## src/rtl/pipe_pkg.sv

```systemverilog
package pipe_pkg;
  parameter int unsigned DEF_W    = 32;
  parameter int unsigned DEF_TRIG = 2;

  // Next sequence value, computed wide; callers truncate to their width.
  function automatic logic [63:0] seq_next(input logic [63:0] v);
    return v + 64'd1;
  endfunction

  // Trigger match used by the final stage.
  function automatic logic hit_trigger(input logic [63:0] v, input logic [63:0] t);
    return v == t;
  endfunction
endpackage

```

## src/rtl/pipe_source.sv

```systemverilog
module pipe_source #(
  parameter int unsigned W = pipe_pkg::DEF_W
) (
  input  logic         clk,
  input  logic         rst,
  input  logic         ready_in,
  output logic [W-1:0] count
);
  logic [W-1:0] cnt_q;
  logic         advance;

  assign advance = ready_in;

  always_ff @(posedge clk) begin
    if (rst)          cnt_q <= '0;
    else if (advance) cnt_q <= W'(pipe_pkg::seq_next(64'(cnt_q)));
  end

  assign count = cnt_q;

  AST_SRC_STEP: assert property (@(posedge clk) disable iff (rst)
    advance |=> (cnt_q - $past(cnt_q)) == W'(1));
  AST_SRC_HOLD: assert property (@(posedge clk) disable iff (rst)
    !advance |=> $stable(cnt_q));
endmodule

```

## src/rtl/pipe_hold_reg.sv

```systemverilog
module pipe_hold_reg #(
  parameter int unsigned W = pipe_pkg::DEF_W
) (
  input  logic         clk,
  input  logic         rst,
  input  logic         load,
  input  logic [W-1:0] d,
  output logic [W-1:0] q
);
  logic [W-1:0] q_r;

  always_ff @(posedge clk) begin
    if (rst)       q_r <= '0;
    else if (load) q_r <= d;
  end

  assign q = q_r;

  AST_REG_LOAD: assert property (@(posedge clk) disable iff (rst)
    load |=> q_r == $past(d));
  AST_REG_HOLD: assert property (@(posedge clk) disable iff (rst)
    !load |=> $stable(q_r));
endmodule

```

## src/rtl/pipe_final.sv

```systemverilog
module pipe_final #(
  parameter int unsigned W    = pipe_pkg::DEF_W,
  parameter int unsigned TRIG = pipe_pkg::DEF_TRIG
) (
  input  logic         clk,
  input  logic         rst,
  input  logic [W-1:0] in_reg,
  output logic         stall,
  output logic         ready_up,
  output logic [W-1:0] out_q
);
  logic         busy;
  logic [W-1:0] out_r;

  // Decoded from the register contents, so upstream sees it before the next edge.
  assign busy     = pipe_pkg::hit_trigger(64'(in_reg), 64'(W'(TRIG)));
  assign stall    = busy;
  assign ready_up = !busy;

  always_ff @(posedge clk) begin
    if (rst)        out_r <= '0;
    else if (!busy) out_r <= in_reg;
  end

  assign out_q = out_r;

  AST_FIN_LOAD: assert property (@(posedge clk) disable iff (rst)
    !busy |=> out_r == $past(in_reg));
  AST_STALL_STICKY: assert property (@(posedge clk) disable iff (rst)
    busy |=> busy);
  AST_FIN_FROZEN: assert property (@(posedge clk) disable iff (rst)
    busy |=> $stable(out_r));
endmodule

```

## src/rtl/stall_pipe3.sv

```systemverilog
module stall_pipe3 #(
  parameter int unsigned W    = pipe_pkg::DEF_W,
  parameter int unsigned TRIG = pipe_pkg::DEF_TRIG
) (
  input  logic         clk,
  input  logic         rst,
  output logic [W-1:0] src_data,
  output logic [W-1:0] mid_data,
  output logic [W-1:0] fin_data,
  output logic         fin_stall,
  output logic         rdy_to_mid,
  output logic         rdy_to_src
);
  logic [W-1:0] src_w, mid_w, fin_w;
  logic         stall_w, rdy_fin_w, rdy_mid_w;

  pipe_source #(.W(W)) u_src (
    .clk(clk), .rst(rst), .ready_in(rdy_mid_w), .count(src_w)
  );

  pipe_hold_reg #(.W(W)) u_mid (
    .clk(clk), .rst(rst), .load(rdy_fin_w), .d(src_w), .q(mid_w)
  );

  pipe_final #(.W(W), .TRIG(TRIG)) u_fin (
    .clk(clk), .rst(rst), .in_reg(mid_w), .stall(stall_w),
    .ready_up(rdy_fin_w), .out_q(fin_w)
  );

  // The middle stage has no stall of its own; it forwards the downstream ready.
  assign rdy_mid_w  = rdy_fin_w;

  assign src_data   = src_w;
  assign mid_data   = mid_w;
  assign fin_data   = fin_w;
  assign fin_stall  = stall_w;
  assign rdy_to_mid = rdy_fin_w;
  assign rdy_to_src = rdy_mid_w;

  AST_RESET_CLEAR: assert property (@(posedge clk)
    rst |=> (src_w == '0 && mid_w == '0 && fin_w == '0));
  AST_TRIG_KEPT: assert property (@(posedge clk) disable iff (rst)
    (mid_w == W'(TRIG)) |=> (mid_w == W'(TRIG)));
  AST_READY_STALL: assert property (@(posedge clk) disable iff (rst)
    rdy_to_mid != fin_stall);
endmodule

```

## config.mk

```make
export PLATFORM = sky130hd
export DESIGN_NAME = stall_pipe3
export DESIGN_NICKNAME = d
export VERILOG_FILES = /design/src/rtl/pipe_pkg.sv /design/src/rtl/pipe_source.sv /design/src/rtl/pipe_hold_reg.sv /design/src/rtl/pipe_final.sv /design/src/rtl/stall_pipe3.sv
export SDC_FILE = /design/constraint.sdc
export NUM_CORES = 1
export LEC_CHECK = 0
export BUFFER_PORTS_ARGS = -buffer_cell sky130_fd_sc_hd__buf_4
export CAP_MARGIN = 20
export CORE_MARGIN = 1.5
export CORE_UTILIZATION = 38
export CTS_CLUSTER_SIZE = 14
export DETAILED_ROUTE_END_ITERATION = 7
export SETUP_SLACK_MARGIN = 0.2
export SLEW_MARGIN = 30
export SYNTH_ARGS = -nofsm -noshare
export SYNTH_HDL_FRONTEND = slang
export SYNTH_SLANG_ARGS = --single-unit
```

## constraint.sdc

```tcl
create_clock -name clk -period 2.25 [get_ports clk]
set_input_delay 0.1125 -clock clk [delete_from_list [all_inputs] [get_ports clk]]
set_output_delay 0.1125 -clock clk [all_outputs]
set_load 0.005 [all_outputs]
```

; Yosys cells after proc, flatten, opt, wreduce, memory -nomap -nowiden
; Index checks and enable logic that the tools add are counted.
; Widths: inputs -> output; s select.
[totals]
register_bits = 96
latch_bits = 0
ramBits = 0
rom_bits = 0
in_bits = 2
wordCells = 6
mem_count = 0
[classes]
addsub = 1
n_mul = 0
n_div = 0
order_cmp = 0
eq_ne = 1
shift = 0
n_mux = 0
bitwise_logic = 0
n_reduce_logical = 1
[op_table]
columns = operator, n
row1 = $add 32x1->32 const B, 1
row2 = $eq 32x2->1 const B, 1
row3 = $logic_not 1->1, 1

; Logic depth before layout (Yosys ltp)
; Gate-level depths: netlist of run 1.
[logic_depth]
ltp_word = 2
depth_mapped = 7
ltp_nobuf = 6

; Cells and area by module
; From an unflattened synthesis of run 1, not the netlist that was laid out.
[hier_totals]
hier_cells = 436
hier_area_um2 = 4331.7
[modules_own_cells]
columns = mod, n_inst, cells_each, area_per_inst_um2, seq_area_each_um2
row1 = pipe_final, 1, 151, 1596.5, 640.6
row2 = pipe_source, 1, 181, 1564.0, 640.6
row3 = pipe_hold_reg, 1, 103, 1163.6, 640.6
row4 = stall_pipe3, 1, 1, 7.5, 0.0

; Least setup slack after synthesis of run 1
; OpenSTA, ideal clock, no wires.
[synth_path]
path_type = register to register
from = register u_src.cnt_q[6], in the netlist u_src.count[6]
to = register u_src.cnt_q[23], in the netlist u_src.count[23]
t_arrival_ps = 1739
required_time_ps = 2129
slack_ps = 390
stages_incl_launch_ff = 6
path_cell_list = dfxtp_1 -> nand4_4 -> nor4_4 -> o2111ai_4 -> nor4_1 -> mux2_2
[synth_via]
elab_chain_len = 1
[synth_lines]
columns = item, line
row1 = from (decl), pipe_source.sv:9  ; logic [W-1:0] cnt_q;
row2 = from (signal assigned), pipe_source.sv:16  ; else if (advance) cnt_q <= W'(pipe_pkg::seq_next(64'(cnt_q)));
row3 = $add 32x1->32, pipe_pkg.sv:7  ; return v + 64'd1;
; No other way between the ends.
; A chain may end at the register's enable or synchronous reset.

; Final worst setup path of run 1
[layout_path]
from = register u_src.cnt_q[15], in the netlist u_src.count[15]
to = register u_src.cnt_q[23], in the netlist u_src.count[23]
; The elaborated chain is that of the path after synthesis.

==> results.json, run 1 <==
{
  "synthFlopType": "dfxtp_1",
  "multi_input_comb_area_sq_mm": 0.00153,
  "clock-sinks": 96,
  "end_kind": "flip-flop",
  "period_share": 0.879,
  "core_area_sq_mm": 0.00876,
  "grt_max_degree": 45,
  "tns_ns": 0,
  "vias": 3004,
  "diodes": 0,
  "grt_setup_unrepaired": "true",
  "fillers": 806,
  "seq_area_frac_synth": 0.556,
  "postSynth.asyncResetShare": 0,
  "fp-row-count": 34,
  "min_from": "rst",
  "path_max_fanout": 10,
  "gp_congestion": 0.770,
  "gr-total-overflow": 0,
  "drc": 0,
  "min_to": "u_src.count[15]",
  "ys.warnings.count": 0,
  "reg2reg_depth": 5,
  "routedWlPerCell_microns": 14.7,
  "peakVddDrop_mv": 0.517,
  "tightest_slew_ns": 0.625,
  "start_kind": "flip-flop",
  "worst_ep_arrival_time_ns": 2.22,
  "cts_max_path_buffers": 2,
  "syn_inst": 363,
  "cap_viol_max_count": 0,
  "clock_latency_ns": 0.35,
  "avgSynthCellArea_sq_um": 9.53,
  "dieArea_sq_mm": 0.00969,
  "yosysTopAreaCellShare": 0.556,
  "syn-num-nets": 366,
  "pin_count": 101,
  "fp.dieW_microns": 98.4,
  "layout.nets": 494,
  "cellPowerDensity_mw_per_mm2": 748,
  "status": "complete, no violations",
  "dp_hpwl_microns": 6260,
  "setup_viol": 0,
  "synth_cell_types": 37,
  "cts_root_buf": "clkbuf_8",
  "grt_pass1_wl_microns": 14300,
  "path_class": "reg2reg",
  "relSlewSlack": 0.580,
  "drive_gt1_frac": 0.361,
  "htree_levels": 3,
  "hold_violations": 0,
  "cellLeakagePower_nw": 2.09,
  "clk_pin_slew_worst_paths_ns": 0.10,
  "drt_iter0_markers": 112,
  "ys_ff_latch": 96,
  "cts-buffers-inserted": 9,
  "fin_crit_ns": 1.98,
  "synth_area_leader_cell": "dfxtp_1",
  "holdPathStages": 2,
  "grt_pass1_vias": 2747,
  "die_h_microns": 98.4,
  "fmax_mhz": 506,
  "finClkSkew_ns": 0.0108,
  "numPortBuffers": 100,
  "crit_required_ns": 2.49,
  "initial_core_util": 0.395,
  "synth.top_cells.by_area": "dfxtp_1 56%, nor2_1 6.6%, a21oi_1 6.2%",
  "antenna_found_initial": 0,
  "regArea_sq_mm": 0.00193,
  "r2r_setup_slack_ns": 0.27,
  "grt_usage": 0.182,
  "hold_path.class": "in2reg",
  "antenna_left": 0,
  "reg2reg_to": "u_src.count[23]",
  "r2r-start": "u_src.count[15]",
  "slew_violations": 0,
  "syn_area_sq_mm": 0.00346,
  "area_growth_syn_to_layout_pct": 41.5,
  "synth-edff-count": 0,
  "vias_per_cell": 4.97,
  "wl_microns": 8870,
  "whs_ns": 0.209,
  "cts_tree": "yes",
  "dr.pass1.iters": 4
}
[registers in the layout, indices dropped and copies added (netlist names)]
name         flops
u_src.count     32
u_mid.q         32
u_fin.out_q     32
[timing repair]
action,CTS,global route
buffers inserted,1,8
hold buffers,0,0
setup endpoints to repair,43,11
pin swaps,4,8
gates resized for setup,13,12
[critical path, cell delays in order, from the launching register on]
cell and delay (ns):
dfxtp_1 0.44, nand3_1 0.18, nor4_4 0.41, o2111ai_4 0.23, nor4_1 0.24, mux2_2 0.37
[cell families after synthesis]
group           share of synthesized area
simple gates                        0.237
compound gates                      0.127
buf+inv                            0.0286
mux                               0.00325
xor+xnor                           0.0456
fa+ha+maj                         0.00362
flops                               0.556
[stage by stage]
| stage | std cells | area (sq um) | setup slack [ns] | utilization | power (mW) |
|---|---|---|---|---|---|
| 2_1_floorplan | 363 | 3460 | 0.390 | - | 2.06 |
| 3_3_place_gp | 579 | 4470 | 0.137 | 0.510 | 2.30 |
| 3_5_place_dp | 579 | 4470 | 0.105 | 0.510 | 2.30 |
| 4_1_cts | 596 | 4800 | 0.208 | 0.547 | 3.69 |
| 5_1_grt | 604 | 4890 | 0.165 | 0.559 | 3.83 |
| 6_report | 604 | 4890 | 0.273 | 0.559 | 3.66 |
[cells in the final DEF (no fill, tap or decap), types with 2 or more instances in the layout]
cell type  count
xor2_1        14
and2_1        26
or3_1          7
and3_1         2
nor4_4         4
nand2_1       11
dfxtp_2        8
o31ai_1        3
nor4_1         2
clkbuf_8       9
nor2b_1        3
bufinv_16      3
or4_1          4
o211ai_1       3
nor3_1         7
o2111ai_1     10
nand4_1        5
a21oi_1       43
o21ai_0       11
nand3_1        4
o21ai_1        2
buf_4        132
inv_6          3
inv_1          6
dfxtp_1       88
nor2_1        60
nand4_4        3
xnor2_1        4
nor4_2         4
[final cells by class]
cell class | count | share of cell area
clock buffer | 9 | 0.0253
clock inverter | 7 | 0.0253
inverter | 7 | 0.00537
multi-input combinational | 243 | 0.313
sequential | 96 | 0.395
tap | 108 | 0.0276
timing repair buffer | 134 | 0.209
[worst max path at each step]
stage / startpoint / endpoint / slack (ns)
2_1_floorplan: u_src.count[6] / u_src.count[23] / 0.39
3_3_place_gp: u_mid.q[29] / u_src.count[23] / 0.14
3_5_place_dp: u_mid.q[29] / u_src.count[23] / 0.10
4_1_cts: u_mid.q[10] / rdy_to_mid / 0.21
5_1_grt: u_src.count[15] / u_src.count[23] / 0.16
6_report: u_src.count[15] / u_src.count[23] / 0.27
[per-layer routing]
metal	share of wire	GRT usage
met4	0.0077	0.0585
met1	0.50	0.272
met5	0	0
met3	0.045	0.0326
met2	0.45	0.268
[cell usage after synthesis (all sizes together), types with 4 or more instances]
| cell | number |
|---|---|
| nand4 | 9 |
| buf | 6 |
| a21oi | 43 |
| xnor2 | 4 |
| dfxtp | 96 |
| nand3 | 4 |
| nor4 | 10 |
| nor3 | 7 |
| nor2 | 61 |
| or4 | 4 |
| xor2 | 14 |
| and2 | 27 |
| nand2 | 11 |
| or3 | 8 |
| inv | 7 |
| o2111ai | 11 |
| clkbuf | 11 |
| o21ai | 13 |
[where the power goes]
part	internal [mW]	switching [mW]	total, mW	leakage, nW
combinational	0.225	0.294	0.519	1.19
sequential	1.74	0.0314	1.77	0.778
clock	0.751	0.623	1.37	0.121
(Power assumes the default switching activity.)
==> run 2, diff against run 1 <==
- CORE_ASPECT_RATIO: not set -> 0.7
- SKIP_LAST_GASP: not set -> 1
==> run 2 against run 1 <==
  * Clock-buffer cell count increased by 2
  * Routed wire length increased by 7.1%
  * Clock skew shrank 0.0062 ns
  * Total power rose by 9.2%
  * Highest routed layer unchanged
  * Via count increased by 2.4%
  * Utilization up 2.5 points
  * Global-route usage grew 1.3 points
  * Worst setup slack gained 0.0013 ns
  * Die area about the same
  * Worst hold slack better by 0.0062 ns
==> results.json, run 2 (same netlist as run 1, synthesis figures left out) <==
{
  "status": "complete, no violations",
  "slew_violations": 0,
  "tightest_slew_ns": 0.475,
  "final_common_cell": "buf_4",
  "cts_root_buf": "clkbuf_16",
  "regArea_sq_mm": 0.00192,
  "wl_microns": 9500,
  "p_total_mw": 4.00,
  "cts-buffers-inserted": 9,
  "clk_pin_slew_worst_paths_ns": 0.06,
  "dp_hpwl_microns": 6730,
  "utilization": 0.583,
  "grt_setup_unrepaired": "true",
  "grt_max_degree": 43,
  "vias": 3076,
  "hold_violations": 0,
  "period_share": 0.878,
  "grt_pass1_vias": 2710,
  "drc": 0,
  "fmax_mhz": 506,
  "cts_tree": "yes",
  "cellLeakagePower_nw": 2.16,
  "layout.nets": 498,
  "hold_buffers": 0,
  "cap_viol_max_count": 0,
  "die_h_microns": 82.8,
  "finClkSkew_ns": 0.00456,
  "placed_area_sq_mm": 0.00450,
  "diodes": 0,
  "fin_crit_ns": 1.98,
  "routedWlPerCell_microns": 15.3,
  "core_area_sq_mm": 0.00865,
  "drt_iter0_markers": 180,
  "grt_pass1_wl_microns": 14400,
  "start_kind": "flip-flop",
  "path_class": "reg2reg",
  "place_ws_ns": 0.134,
  "vias_per_cell": 4.96,
  "dr.pass1.iters": 4,
  "relSlewSlack": 0.683,
  "path_max_fanout": 17,
  "worst_ep_arrival_time_ns": 2.24,
  "clock-sinks": 96,
  "final_cell_mix": "136 x buf_4, 94 x dfxtp_1, 60 x nor2_1",
  "end_kind": "flip-flop",
  "r2r-start": "u_mid.q[1]",
  "gp_congestion": 0.792,
  "multi_input_comb_area_sq_mm": 0.00156,
  "dieArea_sq_mm": 0.00969,
  "antenna_found_initial": 0,
  "cp-startpoint": "u_mid.q[1]",
  "antenna_left": 0,
  "initial_core_util": 0.400,
  "finalInstanceArea_sq_mm": 0.00505,
  "numPortBuffers": 100,
  "htree_levels": 3,
  "fp.dieW_microns": 117,
  "area_growth_syn_to_layout_pct": 45.9,
  "hold_path.class": "in2reg",
  "crit_required_ns": 2.52,
  "fp-row-count": 28,
  "gr-total-overflow": 0,
  "setup_viol": 0,
  "layout_setup_ws_ns": 0.274,
  "fillers": 782,
  "peakVddDrop_mv": 0.369,
  "drive_gt1_frac": 0.356,
  "grt_usage": 0.195,
  "tns_ns": 0,
  "min_from": "rst",
  "cts_max_path_buffers": 2,
  "pin_count": 101,
  "clock_latency_ns": 0.34,
  "cellPowerDensity_mw_per_mm2": 793
}
==> run 2: routing by layer <==
metal / share of wire / GRT usage / up-vias
li1: - / - / 1529
met1: 0.50 / 0.294 / 1459
met2: 0.43 / 0.265 / 79
met3: 0.060 / 0.0599 / 9
met4: 0.0076 / 0.0591 / 0
met5: 0 / 0 / -
==> run 2: final timing paths <==
| kind | slack, ns | depth (start not counted) | to |
|---|---|---|---|
| max | 0.27 | 8 | u_src.count[28] |
| min | 0.22 | 2 | u_fin.out_q[22] |
| max reg2reg | 0.27 | 8 | u_src.count[28] |
| min reg2reg | 0.49 | 2 | u_fin.out_q[14] |
==> run 2: through the flow <==
step	std cells	hold slack (ns)
3_3_place_gp	593	0.468
4_1_cts	611	0.197
5_1_grt	620	0.218
3_5_place_dp	593	0.477
2_1_floorplan	363	0.406
6_report	620	0.215
==> run 2: final cells by class <==
type / instances / share of cell area
Timing Repair Buffer: 138 / 0.211
Sequential cell: 96 / 0.381
Clock buffer: 11 / 0.0481
Clock inverter: 5 / 0.0159
Multi-Input combinational cell: 243 / 0.308
Tap cell: 120 / 0.0298
Inverter: 7 / 0.00521
==> run 2: where the power goes <==
group          leakage (nW)  total, mW  switching (mW)  internal (mW)
logic                  1.23      0.603           0.335          0.268
clock network         0.152       1.62           0.622           1.00
registers             0.775       1.78          0.0344           1.74
==> run 2: worst max-delay path, stage by stage, from the launching register on <==
cell	delay, ns
dfxtp_1	0.34
nor4b_2	0.17
nand4_2	0.15
buf_4	0.15
buf_4	0.21
o21ai_1	0.09
buf_4	0.17
or4_1	0.46
a21oi_1	0.15
==> run 2: timing repair <==
item                       CTS  global route
cloned                       0             1
setup endpoints to repair   14            11
resized for setup           13             8
pin swaps                    2             6
buffers inserted             2             8
==> run 3, diff against run 2 <==
- ABC_AREA: not set -> 1
- CORE_UTILIZATION: 38 -> 35
==> run 3 against run 2 <==
  * Via count is 29% higher
  * Critical path type is now reg2out
  * Clock skew is 0.0013 ns higher
  * Largest cell class unchanged
  * Register-to-register slack better by 0.19 ns
==> results.json, run 3 <==
{
  "syn_area_sq_mm": 0.00409,
  "path_max_fanout": 37,
  "synth_area_leader_cell": "dfxtp_1",
  "fin_crit_ns": 1.89,
  "hold_violations": 0,
  "area_growth_syn_to_layout_pct": 28.6,
  "cts-buffers-inserted": 9,
  "htree_levels": 3,
  "drive_gt1_frac": 0.196,
  "worst_ep_arrival_time_ns": 1.78,
  "utilization": 0.469,
  "seq_area_frac_synth": 0.470,
  "finClkSkew_ns": 0.00587,
  "syn_inst": 581,
  "min_from": "rst",
  "dieArea_sq_mm": 0.0124,
  "synth_xor_xnor_area_share": 0.0107,
  "critical_path.cell_chain": "nand2_1, nor2_1, nand2_1, nor2_1, nand2_2, buf_4, buf_4",
  "hold_buffers": 0,
  "vias_per_cell": 4.76,
  "antenna_left": 0,
  "swShare": 0.279,
  "synth_compound_area_frac": 0.0648,
  "dp_hpwl_microns": 8840,
  "max_stage_delay_ns": 0.42,
  "dr.pass1.iters": 5,
  "r2r_setup_slack_ns": 0.46,
  "path_depth": 7,
  "cts_tree": "yes",
  "muxShareOfSynthArea": 0,
  "wl_microns": 11800,
  "synthSimpleGateAreaFrac": 0.353,
  "synth.most_common_cell": "nand2_1",
  "synthAdderAreaFrac": 0.00306,
  "setup_viol": 0,
  "status": "complete, no violations",
  "critPathTopFamily": "simple AND/OR/NAND/NOR gates",
  "fillers": 1152,
  "reg2reg_to": "u_src.count[30]",
  "start_kind": "flip-flop",
  "slew_violations": 0,
  "numPortBuffers": 100,
  "clk_pin_slew_worst_paths_ns": 0.07,
  "tns_ns": 0,
  "post_cts_buffers": 0,
  "hold_path.class": "in2reg",
  "ys.warnings.count": 0,
  "core_area_sq_mm": 0.0112,
  "peakVddDrop_mv": 0.408,
  "drc": 0,
  "r2r-start": "u_src.count[1]",
  "vias": 3958,
  "crit_required_ns": 2.14,
  "syn-num-nets": 584,
  "fmax_mhz": 529,
  "cellLeakagePower_nw": 2.29,
  "cts_root_buf": "clkbuf_16",
  "grt_pass1_wl_microns": 18500,
  "netlist_top_cells_count": "124 x nand2_1, 96 x dfxtp_1, 93 x nor2_1",
  "die_h_microns": 93.5,
  "cellPowerDensity_mw_per_mm2": 741,
  "final_common_cell": "nand2_1",
  "yosysTopAreaCellShare": 0.470,
  "p_sw_mw": 1.09,
  "grt_max_degree": 70,
  "gr-total-overflow": 0,
  "avgSynthCellArea_sq_um": 7.04,
  "synth_top_family_by_area": "simple AND/OR/NAND/NOR gates",
  "cp-startpoint": "u_mid.q[1]",
  "p_int_mw": 2.81,
  "final_cell_mix": "124 x nand2_1, 107 x buf_4, 96 x dfxtp_1",
  "grt_pass1_vias": 3567,
  "synth-edff-count": 0,
  "fp.dieW_microns": 132,
  "initial_core_util": 0.365,
  "grt_setup_unrepaired": "false",
  "diodes": 0,
  "worst_path_max_delay_cell": "dfxtp_1",
  "relSlewSlack": 0.480,
  "postSynth.asyncResetShare": 0,
  "cap_viol_max_count": 0,
  "routedWlPerCell_microns": 14.2,
  "layout.nets": 676,
  "ys_ff_latch": 96,
  "fp-row-count": 32,
  "antenna_found_initial": 0,
  "end_kind": "primary output",
  "clock_latency_ns": 0.35,
  "p_clk_frac": 0.402,
  "combPwrFrac": 0.140,
  "synthFlopType": "dfxtp_1",
  "period_share": 0.840,
  "seqPwrFrac": 0.458,
  "cts_max_path_buffers": 2,
  "reg2reg_depth": 9,
  "clock-sinks": 96,
  "synth_cell_types": 24,
  "drt_iter0_markers": 252,
  "critPathCapture": "rdy_to_src",
  "critPathBufInv": 2,
  "tightest_slew_ns": 0.775,
  "grt_usage": 0.192,
  "gp_congestion": 0.867,
  "synth.top_cells.by_area": "dfxtp_1 47%, nand2_1 11%, nor2_1 8.5%",
  "pin_count": 101,
  "path_class": "reg2out"
}
## run 3: per-layer routing
metal,GRT usage,up-vias,wire length [microns],part of all wire
li1,-,2031,-,-
met1,0.280,1804,6070,0.51
met2,0.279,121,4920,0.42
met3,0.0575,2,769,0.065
met4,0.0330,0,29,0.0025
met5,0,-,0,0
## run 3: tightest hold or removal path, stage by stage
cell    delay, ns
buf_4        0.13
buf_4        0.33
nor2_1       0.16
## run 3: stage by stage
| step | power [mW] | cell area (sq um) | setup slack (ns) | hold WS (ns) | instances |
|---|---|---|---|---|---|
| floorplan | 2.20 | 4090 | 0.777 | 0.406 | 581 |
| global placement | 2.35 | 4950 | 0.501 | 0.461 | 815 |
| detailed placement | 2.37 | 4950 | 0.471 | 0.471 | 815 |
| CTS | 3.93 | 5260 | 0.363 | 0.417 | 831 |
| global route | 4.06 | 5260 | 0.216 | 0.451 | 831 |
| finish | 3.90 | 5260 | 0.359 | 0.435 | 831 |
## run 3: worst min path at each step
stage | end | slack [ns] | depth (start not counted)
floorplan | mid_data[0] | 0.41 | 0
global placement | u_fin.out_q[21] | 0.46 | 2
detailed placement | u_fin.out_q[19] | 0.47 | 2
CTS | u_mid.q[16] | 0.42 | 3
global route | u_mid.q[5] | 0.45 | 3
finish | u_mid.q[5] | 0.43 | 3
## run 3: area by class of cell
| type | instances | area, sq um | share of cell area |
|---|---|---|---|
| clock inverters | 5 | 65.1 | 0.0124 |
| repair buffers | 107 | 803 | 0.153 |
| inverters | 71 | 267 | 0.0507 |
| flip-flops and latches | 96 | 1920 | 0.365 |
| multi-input cells | 388 | 1770 | 0.337 |
| clock buffers | 11 | 243 | 0.0461 |
| well taps | 153 | 191 | 0.0364 |
## run 3: power by group through the flow
stage          clock network, mW  registers (mW)  logic, mW
3_5_place_dp                   0            1.82      0.542
3_3_place_gp                   0            1.82      0.533
6_report                    1.57            1.79      0.544
5_1_grt                     1.67            1.79      0.601
2_1_floorplan                  0            1.82      0.382
4_1_cts                     1.60            1.78      0.544
## run 3: cell families after synthesis
kind of cell	count (synthesis)
compound gates	52
xor+xnor	5
fa+ha+maj	1
buf+inv	97
flops	96
simple gates	330
## run 3: timing repair
action / CTS / global route
gates resized for setup: 0 / 1
setup endpoints to repair: 0 / 1
endpoints found under the hold margin: 0 / 0
